`src/rtl/pshift_pkg.sv`:
```
package pshift_pkg;

    typedef enum logic [2:0] {
        ST_IDLE,
        ST_CHECK,
        ST_ARM,
        ST_PULSE,
        ST_WAIT
    } seq_state_e;

    localparam logic DIR_UP   = 1'b1;
    localparam logic DIR_DOWN = 1'b0;

    typedef struct packed {
        logic inc;
        logic dec;
    } phase_move_t;

endpackage

```
`src/rtl/pshift_clamp.sv`:
```
module pshift_clamp #(
    parameter int PHASE_W = 8,
    parameter int TGT_W   = 10
) (
    input  logic signed [TGT_W-1:0] tgt,
    output logic [PHASE_W-1:0]      val,
    output logic                    clipped
);
    localparam logic signed [TGT_W-1:0] TOP_S =
        $signed({{(TGT_W-PHASE_W){1'b0}}, {PHASE_W{1'b1}}});

    always_comb begin
        if (tgt < 0) begin
            val     = '0;
            clipped = 1'b1;
        end else if (tgt > TOP_S) begin
            val     = '1;
            clipped = 1'b1;
        end else begin
            val     = tgt[PHASE_W-1:0];
            clipped = 1'b0;
        end
    end
endmodule

```
`src/rtl/pshift_phase_track.sv`:
```
module pshift_phase_track
    import pshift_pkg::*;
#(
    parameter int PHASE_W = 8
) (
    input  logic               clk,
    input  logic               rst,
    input  phase_move_t        mv,
    output logic [PHASE_W-1:0] phase,
    output logic               at_max,
    output logic               at_min
);
    localparam logic [PHASE_W-1:0] PH_MAX = '1;

    always_ff @(posedge clk) begin
        if (rst)
            phase <= '0;
        else if (mv.inc && phase != PH_MAX)
            phase <= phase + 1'b1;
        else if (mv.dec && phase != '0)
            phase <= phase - 1'b1;
    end

    assign at_max = (phase == PH_MAX);
    assign at_min = (phase == '0);
endmodule

```
`src/rtl/pshift_seq.sv`:
```
module pshift_seq
    import pshift_pkg::*;
#(
    parameter int PHASE_W     = 8,
    parameter int TIMEOUT_CYC = 256
) (
    input  logic               clk,
    input  logic               rst,
    input  logic               req_valid,
    input  logic [PHASE_W-1:0] clamp_val,
    input  logic               clamp_hit,
    input  logic [PHASE_W-1:0] phase,
    input  logic               step_done,
    input  logic               shifter_ovf,
    output logic               req_ready,
    output logic               step_pulse,
    output logic               step_dir,
    output phase_move_t        mv,
    output logic               clamp_sticky,
    output logic               reset_needed,
    output logic               timeout_err
);
    localparam int CNT_W = $clog2(TIMEOUT_CYC + 1);
    localparam logic [CNT_W-1:0] CNT_LAST = CNT_W'(TIMEOUT_CYC - 1);

    seq_state_e         state;
    logic [PHASE_W-1:0] tgt_q;
    logic [CNT_W-1:0]   wait_cnt;

    assign req_ready  = (state == ST_IDLE) && !reset_needed;
    assign step_pulse = (state == ST_PULSE);
    assign mv.inc     = (state == ST_WAIT) && step_done && (step_dir == DIR_UP);
    assign mv.dec     = (state == ST_WAIT) && step_done && (step_dir == DIR_DOWN);

    always_ff @(posedge clk) begin
        if (rst) begin
            state        <= ST_IDLE;
            tgt_q        <= '0;
            step_dir     <= DIR_DOWN;
            wait_cnt     <= '0;
            clamp_sticky <= 1'b0;
            reset_needed <= 1'b0;
            timeout_err  <= 1'b0;
        end else begin
            if (shifter_ovf)
                reset_needed <= 1'b1;
            unique case (state)
                ST_IDLE: begin
                    if (req_valid && req_ready) begin
                        tgt_q <= clamp_val;
                        if (clamp_hit)
                            clamp_sticky <= 1'b1;
                        state <= ST_CHECK;
                    end
                end
                ST_CHECK: begin
                    if (reset_needed || phase == tgt_q) begin
                        state <= ST_IDLE;
                    end else begin
                        step_dir <= (tgt_q > phase) ? DIR_UP : DIR_DOWN;
                        state    <= ST_ARM;
                    end
                end
                ST_ARM: begin
                    state <= (reset_needed || shifter_ovf) ? ST_IDLE : ST_PULSE;
                end
                ST_PULSE: begin
                    wait_cnt <= '0;
                    state    <= ST_WAIT;
                end
                ST_WAIT: begin
                    if (step_done) begin
                        state <= ST_CHECK;
                    end else if (reset_needed) begin
                        state <= ST_IDLE;
                    end else if (wait_cnt == CNT_LAST) begin
                        timeout_err <= 1'b1;
                        state       <= ST_IDLE;
                    end else begin
                        wait_cnt <= wait_cnt + 1'b1;
                    end
                end
                default: state <= ST_IDLE;
            endcase
        end
    end
endmodule

```
`src/rtl/pshift_step_ctrl.sv`:
```
module pshift_step_ctrl
    import pshift_pkg::*;
#(
    parameter int PHASE_W     = 8,
    parameter int TGT_W       = 10,
    parameter int TIMEOUT_CYC = 256
) (
    input  logic                    clk,
    input  logic                    rst,
    input  logic                    req_valid,
    input  logic signed [TGT_W-1:0] req_target,
    output logic                    req_ready,
    output logic                    step_pulse,
    output logic                    step_dir,
    input  logic                    step_done,
    input  logic                    shifter_ovf,
    output logic [PHASE_W-1:0]      cur_phase,
    output logic                    at_max,
    output logic                    at_min,
    output logic                    clamp_sticky,
    output logic                    reset_needed,
    output logic                    timeout_err
);
    logic [PHASE_W-1:0] clamp_val;
    logic               clamp_hit;
    phase_move_t        mv;

    pshift_clamp #(.PHASE_W(PHASE_W), .TGT_W(TGT_W)) u_clamp (
        .tgt     (req_target),
        .val     (clamp_val),
        .clipped (clamp_hit)
    );

    pshift_seq #(.PHASE_W(PHASE_W), .TIMEOUT_CYC(TIMEOUT_CYC)) u_seq (
        .clk          (clk),
        .rst          (rst),
        .req_valid    (req_valid),
        .clamp_val    (clamp_val),
        .clamp_hit    (clamp_hit),
        .phase        (cur_phase),
        .step_done    (step_done),
        .shifter_ovf  (shifter_ovf),
        .req_ready    (req_ready),
        .step_pulse   (step_pulse),
        .step_dir     (step_dir),
        .mv           (mv),
        .clamp_sticky (clamp_sticky),
        .reset_needed (reset_needed),
        .timeout_err  (timeout_err)
    );

    pshift_phase_track #(.PHASE_W(PHASE_W)) u_track (
        .clk    (clk),
        .rst    (rst),
        .mv     (mv),
        .phase  (cur_phase),
        .at_max (at_max),
        .at_min (at_min)
    );
endmodule

```
`config.mk`:
```
export PLATFORM = sky130hd
export DESIGN_NAME = pshift_step_ctrl
export DESIGN_NICKNAME = d
export VERILOG_FILES = /design/src/rtl/pshift_pkg.sv /design/src/rtl/pshift_clamp.sv /design/src/rtl/pshift_phase_track.sv /design/src/rtl/pshift_seq.sv /design/src/rtl/pshift_step_ctrl.sv
export SDC_FILE = /design/constraint.sdc
export NUM_CORES = 1
export LEC_CHECK = 0
export BUFFER_PORTS_ARGS = -buffer_cell sky130_fd_sc_hd__buf_2
export CORE_MARGIN = 2
export CORE_UTILIZATION = 50
export DETAILED_ROUTE_END_ITERATION = 6
export PLACE_DENSITY = 0.75
export SYNTH_ARGS = -nofsm -noshare
export SYNTH_HDL_FRONTEND = slang
export SYNTH_HIERARCHICAL = 1
export SYNTH_SLANG_ARGS = --single-unit
```
`constraint.sdc`:
```
create_clock -name clk -period 3.2 [get_ports clk]
set_input_delay 0.16 -clock clk [delete_from_list [all_inputs] [get_ports clk]]
set_output_delay 0.16 -clock clk [all_outputs]
set_load 0.01 [all_outputs]
```
==> results.yml <==
outcome:
  outcome: "complete, no violations"
clock_network:
  ctsHtreeMaxLevel: 2
  clock_path_buffers: 2
  cts_hold_buffers: 0
  cts_resized: 0
  clk_pin_slew_ns: 0.07
  clockRootBuffer: "clkbuf_8"
  clock-sinks: 32
  numCtsBuffers: 5
  cts_tree: "yes"
  cts_setup_buffers: 0
  clk_latency_ns: 0.29
worst_setup_path:
  cp.required_ns: 3.37
  cp-end-kind: "register"
  slowest_delay_ns: 0.41
  cpMaxStageDelayCell: "fa_1"
  crit_chain: "nor3b_4, and3_2, o21ai_4, fa_1, a21o_1, a221o_1, a21oi_1, xor2_1, o22ai_1"
  critPathLaunchType: "register"
  critPathArrivalTime_ns: 2.77
  crit_type: "register to register"
  critPathBufInv: 0
  cp_top_family: "compound AO/OA/AOI/OAI gates"
  rrSetupSlack_ns: 0.60
  cp_max_fo: 10
floorplan:
  ios: 31
  placementRows: 22
  initial_core_util: 0.527
  core_area_um2: 3720
  chipHeight_um: 66.6
  design.die.area_um2: 4430
  dieWidth_um: 66.6
power_and_ir_drop:
  ir_drop_v: 0.000314
  p_leak_uw: 0.000888
  power_density_nw_per_um2: 400
grt:
  antenna_found_initial: 0
  grt_usage: 0.207
  grt_overflow: 0
  grt_pass1_vias: 1558
  grt_pass1_wl_um: 6910
  grt_max_degree: 28
drt:
  drt_wl_total_um: 4080
  drtAntennaViolNets: 0
  post-route-drc-count: 0
  highest_layer: "met4"
  routed-wl-met3_um: 157
  num_vias: 1732
  vias_per_cell: 5.62
  wl_met1_um: 1890
  firstDrtPassIters: 4
  routedWlPerCell_um: 13.2
  wl_met2_um: 1960
  drt_iter0_drc: 98
place:
  dp.cells: 300
  postPlaceCellArea_um2: 2130
  hpwl_um: 2950
  routabilityCongestion: 0.797
  port_buffers: 30
synth:
  syn_area_um2: 1960
  ys.flop_type: "dfxtp_1"
  synth.avg_cell_area_um2: 8.55
  synth_area_leader_cell: "dfxtp_1"
  synthArstFlopShare: 0
  synthCells: 229
  ys_ff_latch: 32
  ys_seq_area_frac: 0.327
  synth-warning-count: 6
  yosys.area.top_type_share: 0.327
  syn_nets: 261
  ys_types: 48
  synth_edf_count: 0
  synthTopCellsByArea: "dfxtp_1 33%, ha_1 10%, a21oi_1 7.2%"
sta:
  holdWs_ns: 0.103
  worst_slew_pin_slew_ns: 0.540
  fin_setup_tns_ns: 0
  finalHoldViolCount: 0
  grt_setup_unrepaired: "no"
  setup_viol: 0
  slew_headroom: 0.640
  fin_crit_sh: 0.812
  fmax_mhz: 385
  period_needed_ns: 2.60
  drv_slew: 0
  skew_ns: 0.00526
cells_and_area:
  diodes: 0
  layout.cells.non_filler: 308
  layout-drive-gt1-share: 0.231
  area_growth_pct: 14.3
  layout.nets: 291
  finish.instance_area_um2: 2240
flow_run:
  drv_cap: 0
min_path:
  hold_class: "input port to register"
Yosys cell counts, types with 2 or more instances:
cell type / count
dfxtp_1: 32
a21oi_1: 28
nand2_1: 18
ha_1: 16
nor2_1: 16
inv_1: 15
nand3_1: 12
o21ba_2: 8
o31ai_1: 6
clkbuf_1: 5
nand2b_1: 5
nand4_1: 5
o21ai_0: 5
or4_1: 5
xnor2_1: 5
mux2i_1: 4
a21o_1: 3
a31oi_1: 3
and2_1: 2
and3_2: 2
buf_6: 2
nand3b_1: 2
nor3_1: 2
o22ai_1: 2
or2_2: 2
or4_4: 2
worst reg2reg max path, stage by stage (launching register included):
cell and delay, ns:
dfxtp_1 0.39, nor3b_4 0.35, and3_2 0.26, o21ai_4 0.11, fa_1 0.42, a21o_1 0.21
a221o_1 0.31, a21oi_1 0.18, xor2_1 0.16, o22ai_1 0.09
power by group:
| part | switching, uW | leakage, uW | total [uW] | internal, uW |
|---|---|---|---|---|
| sequential | 9.68 | 0.000259 | 418 | 408 |
| clock | 157 | 0.0000552 | 388 | 231 |
| combinational | 48.6 | 0.000574 | 88.7 | 40.1 |
| total | 215 | 0.000888 | 895 | 679 |
metrics by stage:
stage | utilization | worst slack [ns] | total power, uW
2_1_floorplan | - | 0.777 | 487
3_3_place_gp | 0.573 | 0.665 | 513
4_1_cts | 0.602 | 0.597 | 903
5_1_grt | 0.602 | 0.352 | 933
6_report | 0.602 | 0.603 | 895
3_5_place_dp | 0.573 | 0.619 | 516
per-layer routing:
metal  vias up  track usage
li1        890            -
met1       807        0.239
met2        29        0.355
met3         6       0.0625
met4         0       0.0842
met5         -            0
path summary, 6_finish.rpt:
check                    startpoint                 end  cells after the start
hold / removal          shifter_ovf  u_seq/reset_needed                      3
setup / recovery     u_seq/state[2]    u_track/phase[6]                      9
hold reg to reg   u_seq/wait_cnt[8]   u_seq/wait_cnt[8]                      2
setup reg to reg     u_seq/state[2]    u_track/phase[6]                      9
kinds of logic (layout without fill, tap and decap cells):
logic type	after synthesis	after routing	share of synthesized area
buffers and inverters	23	54	0.0518
and+or+nand+nor	81	81	0.232
xor gates and xnor gates	6	6	0.0269
DFF	32	32	0.327
muxes	5	5	0.0262
AOI/OAI and AO/OA	65	65	0.223
adders and majority gates	17	17	0.113
registers in the layout, indices dropped and copies added, names as in the netlist:
name / flops
u_seq/wait_cnt: 9
u_seq/tgt_q: 8
u_track/phase: 8
u_seq/state: 3
u_seq/clamp_sticky: 1
u_seq/reset_needed: 1
u_seq/step_dir: 1
u_seq/timeout_err: 1
placed cells by master, fill, tap and decap left out, types with 2 or more instances in the layout:
cell type / Yosys / layout
nand3_1: 12 / 12
o21ba_2: 8 / 8
dfxtp_1: 32 / 32
nor2_1: 16 / 16
a31oi_1: 3 / 3
buf_2: 0 / 30
nor3_1: 2 / 2
nand2_1: 18 / 18
or4_4: 2 / 2
a21oi_1: 28 / 28
mux2i_1: 4 / 4
inv_1: 15 / 15
and3_2: 2 / 2
nand4_1: 5 / 5
o22ai_1: 2 / 2
or4_1: 5 / 5
a21o_1: 3 / 3
o31ai_1: 6 / 6
o21ai_0: 5 / 5
and2_1: 2 / 2
or2_2: 2 / 2
nand2b_1: 5 / 5
ha_1: 16 / 16
clkbuf_8: 0 / 5
xnor2_1: 5 / 5
nand3b_1: 2 / 2
area by class of cell:
type / count / area [um2]
fillers: 372 / 1480
inverters: 15 / 56.3
clock buffers: 6 / 72.6
flip-flops and latches: 32 / 641
clock inverters: 2 / 35.0
well taps: 48 / 60.1
repair buffers: 31 / 158
multi-input cells: 174 / 1210
Note: power is estimated with default switching activity, not from simulation.
